$ cat src/rtl/dac_cmd_pkg.sv
package dac_cmd_pkg;
    typedef enum logic [1:0] {
        ST_IDLE  = 2'd0,
        ST_SEND  = 2'd1,
        ST_STORE = 2'd2
    } dac_state_e;
endpackage

$ cat src/rtl/dac_tick_div.sv
// Free-running divider: one-cycle tick every 2**DIV_W clocks.
module dac_tick_div #(
    parameter int DIV_W = 2
) (
    input  logic clk,
    input  logic rst,
    output logic tick
);
    logic [DIV_W-1:0] cnt_q;

    always_ff @(posedge clk) begin
        if (rst) begin
            cnt_q <= '0;
            tick  <= 1'b0;
        end else begin
            cnt_q <= cnt_q + 1'b1;
            tick  <= (cnt_q == {DIV_W{1'b1}});
        end
    end
endmodule

$ cat src/rtl/dac_bit_counter.sv
// Counts shifted bits; flags the final bit of the frame.
module dac_bit_counter #(
    parameter int CNT_W   = 5,
    parameter int FRAME_W = 11
) (
    input  logic clk,
    input  logic clr,
    input  logic inc,
    output logic last
);
    localparam logic [CNT_W-1:0] LAST_IDX = CNT_W'(FRAME_W - 1);

    logic [CNT_W-1:0] cnt_q;

    always_ff @(posedge clk) begin
        if (clr)
            cnt_q <= '0;
        else if (inc)
            cnt_q <= cnt_q + 1'b1;
    end

    assign last = (cnt_q == LAST_IDX);
endmodule

$ cat src/rtl/dac_cmd_shifter.sv
module dac_cmd_shifter
    import dac_cmd_pkg::*;
#(
    parameter int DIV_W  = 2,
    parameter int SEL_W  = 2,
    parameter int DATA_W = 8,
    parameter int CNT_W  = 5
) (
    input  logic              clk,
    input  logic              rst,
    input  logic              start,
    input  logic [SEL_W-1:0]  chan,
    input  logic              gain_x2,
    input  logic [DATA_W-1:0] code,
    output logic              sclk,
    output logic              sdata,
    output logic              load_n,
    output logic              busy,
    output logic              done
);
    localparam int FRAME_W = SEL_W + 1 + DATA_W;

    dac_state_e state_q, state_d;
    logic [FRAME_W-1:0] shreg_q;
    logic tick, frame_last, cnt_clr, cnt_inc;

    dac_tick_div #(.DIV_W(DIV_W)) u_div (
        .clk  (clk),
        .rst  (rst),
        .tick (tick)
    );

    assign cnt_clr = rst || (state_q == ST_IDLE);
    assign cnt_inc = (state_q == ST_SEND) && tick && sclk;

    dac_bit_counter #(.CNT_W(CNT_W), .FRAME_W(FRAME_W)) u_bits (
        .clk  (clk),
        .clr  (cnt_clr),
        .inc  (cnt_inc),
        .last (frame_last)
    );

    // Next-state logic
    always_comb begin
        state_d = state_q;
        unique case (state_q)
            ST_IDLE:  if (start) state_d = ST_SEND;
            ST_SEND:  if (tick && sclk && frame_last) state_d = ST_STORE;
            ST_STORE: if (tick && !load_n) state_d = ST_IDLE;
            default:  state_d = ST_IDLE;
        endcase
    end

    // State register
    always_ff @(posedge clk) begin
        if (rst) state_q <= ST_IDLE;
        else     state_q <= state_d;
    end

    // Output and datapath registers
    always_ff @(posedge clk) begin
        if (rst) begin
            sclk    <= 1'b0;
            sdata   <= 1'b0;
            load_n  <= 1'b1;
            done    <= 1'b0;
            shreg_q <= '0;
        end else begin
            done <= 1'b0;
            unique case (state_q)
                ST_IDLE: begin
                    if (start) shreg_q <= {chan, gain_x2, code};
                end
                ST_SEND: begin
                    if (tick) begin
                        if (!sclk) begin
                            sclk  <= 1'b1;
                            sdata <= shreg_q[FRAME_W-1];
                        end else begin
                            sclk    <= 1'b0;
                            shreg_q <= {shreg_q[FRAME_W-2:0], 1'b0};
                        end
                    end
                end
                ST_STORE: begin
                    if (tick) begin
                        if (load_n) begin
                            load_n <= 1'b0;
                        end else begin
                            load_n <= 1'b1;
                            done   <= 1'b1;
                        end
                    end
                end
                default: ;
            endcase
        end
    end

    assign busy = (state_q != ST_IDLE);
endmodule

$ cat config.mk
export PLATFORM = sky130hd
export DESIGN_NAME = dac_cmd_shifter
export DESIGN_NICKNAME = d
export VERILOG_FILES = /design/src/rtl/dac_cmd_pkg.sv /design/src/rtl/dac_tick_div.sv /design/src/rtl/dac_bit_counter.sv /design/src/rtl/dac_cmd_shifter.sv
export SDC_FILE = /design/constraint.sdc
export NUM_CORES = 1
export LEC_CHECK = 0
export ABC_CLOCK_PERIOD_IN_PS = 2100
export CORE_ASPECT_RATIO = 0.8
export CORE_MARGIN = 1
export CORE_UTILIZATION = 49
export CTS_CLUSTER_SIZE = 20
export DETAILED_ROUTE_END_ITERATION = 10
export GPL_TIMING_DRIVEN = 0
export PLACE_DENSITY = 0.78
export SLEW_MARGIN = 20
export SYNTH_ARGS = -nofsm -noshare
export SYNTH_HDL_FRONTEND = slang
export SYNTH_HIERARCHICAL = 1
export SYNTH_SLANG_ARGS = --single-unit
$ cat constraint.sdc
create_clock -name clk -period 2.1 [get_ports clk]
set_clock_uncertainty 0.1 [all_clocks]
set_input_delay 0.42 -clock clk [delete_from_list [all_inputs] [get_ports clk]]
set_output_delay 0.42 -clock clk [all_outputs]
set_load 0.005 [all_outputs]
---- Word-level counts from Yosys, hierarchy flattened ----
Cells that the tools add are included.
word-level totals
  flip-flop bits (word level) ............. 25
  input port bits ......................... 14
  word-level logic and storage cells ...... 49
operators by class
  add/sub/neg operators ................... 2
  eq/ne operators ......................... 9
  mux-type cells .......................... 10
  bitwise operators ....................... 3
  reduce and logical (&&, ||, !) cells .... 16
operators with widths
  kind                                                                     count
  11-bit 2-to-1 mux                                                        3
  11-bit case mux with 2 select lines                                      1
  2-bit 2-to-1 mux                                                         3
  2-bit inequality test, second input constant                             3
  2-bit case mux with 3 select lines                                       1
  3-bit AND reduction                                                      2
  5-bit by 1-bit adder with 5-bit output, second input constant            1
  5-bit by 4-bit == test with 1-bit output, second input constant          1
  1-bit logical AND                                                        5
  2-bit == test, second input constant                                     2
  2-bit by 1-bit inequality test with 1-bit output, second input constant  2
  2-bit AND reduction                                                      2
  4-bit AND reduction                                                      1
  2-bit nonzero test                                                       2
  1-bit inverter                                                           3
  3-bit OR reduction                                                       1
  2-bit by 1-bit adder with 2-bit output, second input constant            1
  2-bit by 1-bit == test with 1-bit output, second input constant          1
  2-bit logical NOT                                                        1
  1-bit 2-to-1 mux                                                         2
  1-bit logical NOT                                                        1
  1-bit logical OR                                                         1

---- Logic depth before layout (Yosys ltp) ----
  word-level depth ........................ 4
  gate-level depth with buffers ........... 7
  gate-level depth less buffers ........... 7

---- Cells and area by module ----
The synthesis kept the hierarchy.
modules (own cells, without submodules)
  module           times used  cells an instance  area each (µm²)
  dac_cmd_shifter  1           81                 835.8
  dac_bit_counter  1           26                 250.2
  dac_tick_div     1           7                  88.8

---- Least setup slack after synthesis ----
Ideal clock, no wire load.
  kind .................................... reg2reg
  start ................................... register state_q[0]
  end ..................................... register u_bits.cnt_q[3]
  library setup time ...................... 0.123 ns
  arrival time ............................ 1.348 ns
  slack ................................... 0.529 ns
  cell stages (with the launch flop) ...... 7
  path buffers ............................ 3
  period minus slack after synthesis ...... 1.571 ns
  cells stage by stage .................... dfxtp_1 -> buf_6 -> and4b_4 -> buf_2 -> buf_6 -> nand4_1 -> mux2_1
on the way
  longest elaborated chain between the ends .. 3
RTL lines
  item                                      RTL line               RTL
  start, declared                           dac_cmd_shifter.sv:23  dac_state_e state_q, state_d;
  start signal, assigned                    dac_cmd_shifter.sv:57  else state_q <= state_d;
  2-bit by 1-bit == test with 1-bit output  dac_cmd_shifter.sv:34  assign cnt_inc = (state_q == ST_SEND) && tick && sclk;
  1-bit logical AND (2 in a row)            dac_cmd_shifter.sv:34
  net cnt_inc                               dac_cmd_shifter.sv:25  logic tick, frame_last, cnt_clr, cnt_inc;
  end signal, assigned                      dac_bit_counter.sv:19  cnt_q <= cnt_q + 1'b1;
  end, declared                             dac_bit_counter.sv:13  logic [CNT_W-1:0] cnt_q;
The timed path passes the listed nets, and every way through them passes these cells.
A chain may end at the register's enable or synchronous reset.

---- Worst setup path after layout ----
  start ................................... register state_q[1]
  end ..................................... output port busy
on the way
  longest elaborated chain between the ends .. 1
RTL lines
  item                RTL line                RTL
  2-bit nonzero test  dac_cmd_shifter.sv:100  assign busy = (state_q != ST_IDLE);
  end, declared       dac_cmd_shifter.sv:18   output logic busy,
No other way between the ends.

==> qor.txt <==
Ant diodes - 0
Avg Cell Area, Syn - 10.31 um^2
First-pass GRT wire length - 3864 um
Die area - 0.002599 mm^2
Slew Limit Fails - 0
Non-filler instance count after layout - 161
Dominant synthesized flop cell - dfxtp_1
CTS root buffer - clkbuf_4
Final setup fails - 0
Vias in the first global route - 832
DRC Markers - 0
Initial DRC count - 6
Setup WS pre-CTS - 0.0001242 ns
Layout Nets - 154
Max Cap Viol - 0
Setup TNS - 0 ns
LEAKAGE - 0.5229 nW
Outcome - finished clean
Fmax - 518.7 MHz
Post-synthesis cell count - 114
Total number of yosys warnings - 6
Pre-antenna DRT Iters - 4
Post-synth EDFFs - 0
Port bufs - 18
Most frequent cells in the layout - dfxtp_1, clkdlybuf4s50_1, nor3_1, mux2i_1, a211oi_2
Tmin final - 1.928 ns
CP Capture Type - output port
Worst-Margin Slew - 0.6309 ns
Number of routed nets with antenna violations - 0
Worst path required time - 1.58 ns
Register area share after synthesis - 0.4260
Clock slew at reported path FFs - 0.14 ns
Total routed wirelength - 2292 um
Crit Reg-Reg Startpoint - state_q[0]
Post-CTS sizing - 1
Mapped Nets - 131
Chip Height - 45.80 um
Crit path from - state_q[1]
Vias - 886
Die width - 56.75 um
Largest net degree at the start of global routing - 14
Final setup margin - 0.1719 ns
Pwr per Cell Area - 609.1 mW/mm^2
Startpoint type of the worst setup path - flip-flop
Post-CTS setup buffers - 0
Layout cells sized above 1 - 0.1691
Slew headroom - 0.5794
Layout area overhead - 20.13%
Fin crit share - 0.9181
Initial Utilization - 0.5305
Via density - 5.503
CTS tree - done
Min-delay src - u_div/cnt_q[0]
Global Route Usage Sum - 0.2038
Placed insts - 157
Most common cell after layout, fill and taps aside - dfxtp_1
Worst min path class - reg -> reg
Core area - 0.002215 mm^2
CP max FO - 10
Hold Fails Final Rpt - 0
Avg WL per Cell - 14.24 um
CTS Hold Bufs - 0
Worst-Skew Late Latency - 0.32 ns
Ys async rst share - 0
Peak VDD IR - 0.5370 mV
Synthesized flop and latch total - 25
Unrepaired setup endpoints after global routing - no
Layout fillers - 206
Post-DP HPWL - 1708 um
Gpl congestion - 0.8039
Crit path arrival time - 1.41 ns
WS Path Type - reg -> out
Antenna violations before repair - 0
Mapped cell area - 0.001175 mm^2
Grt ovf - 0
Clk sinks - 25
Final Hold Slack - 0.3340 ns
H-tree lvl count - 1
Yosys cell types - 32
TritonCTS buffer count - 3
Row count - 15
Deepest clock path buffer count - 2
Number of I/O pins - 19
sequential cells by signal, indices dropped and copies added (netlist names):
| register | count |
|---|---|
| done | 1 |
| load_n | 1 |
| sclk | 1 |
| sdata | 1 |
| shreg_q | 11 |
| state_q | 2 |
| u_bits/cnt_q | 5 |
| u_div/cnt_q | 2 |
| u_div/tick | 1 |
per-stage QoR:
step | utilization | power, mW | cell area, um^2
3_5_place_dp | 0.6260 | 0.6531 | 1386
2_1_floorplan | - | 0.6036 | 1175
6_report | 0.6373 | 0.8597 | 1411
3_3_place_gp | 0.6260 | 0.6454 | 1386
4_1_cts | 0.6373 | 0.8636 | 1411
5_1_grt | 0.6373 | 0.8965 | 1411
worst max-delay path, stage by stage, from the launching register on:
cell and delay, ns:
dfxtp_1 0.33, buf_2 0.16, or2_2 0.31, dlygate4sd2_1 0.27
where the power goes:
part	internal, mW	total (mW)	switching, mW
registers	0.497	0.510	0.0125
logic	0.0691	0.131	0.0617
clock network	0.0744	0.219	0.145
layer usage:
layer | up-vias | share of wire | track usage
li1 | 461 | - | -
met1 | 408 | 0.50 | 0.2666
met2 | 15 | 0.45 | 0.3333
met3 | 2 | 0.035 | 0.05966
met4 | 0 | 0.0061 | 0.05854
met5 | - | 0 | 0
Yosys cell counts (all sizes together) (3+ instances only):
master | instances | area share
nand2b | 4 | 0.021
buf | 9 | 0.053
nor3 | 12 | 0.051
ha | 3 | 0.032
a211oi | 11 | 0.11
nand3b | 4 | 0.026
a21oi | 4 | 0.017
nor2 | 6 | 0.019
mux2i | 10 | 0.085
nor2b | 4 | 0.021
dfxtp | 25 | 0.43
nand2 | 3 | 0.0096
final cells by class:
cell class | count | area [um^2] | share of cell area
buffer | 9 | 62.56 | 0.04433
sequential | 25 | 500.5 | 0.3546
multi-input combinational | 79 | 608.1 | 0.4309
clock buffer | 4 | 26.28 | 0.01862
tap | 25 | 31.28 | 0.02216
timing repair buffer | 18 | 178.9 | 0.1268
inverter | 1 | 3.754 | 0.002660
worst paths after layout:
check,slack (ns),endpoint,cells after the start
max,0.17,busy,3
min,0.33,u_div/cnt_q[0],1
max reg2reg,0.36,u_bits/cnt_q[3],6
min reg2reg,0.33,u_div/cnt_q[0],1
logic make-up (layout without fill, tap and decap cells):
logic type / count (synthesis) / in the layout / share of synthesized area
AOI/OAI and AO/OA: 20 / 20 / 0.1597
xor gates and xnor gates: 2 / 2 / 0.01491
adders and majority gates: 3 / 3 / 0.03195
buffers and inverters: 10 / 32 / 0.05643
DFF: 25 / 25 / 0.4260
muxes: 12 / 12 / 0.1044
and+or+nand+nor: 42 / 42 / 0.2066
Power figures use the tool's default switching activity.
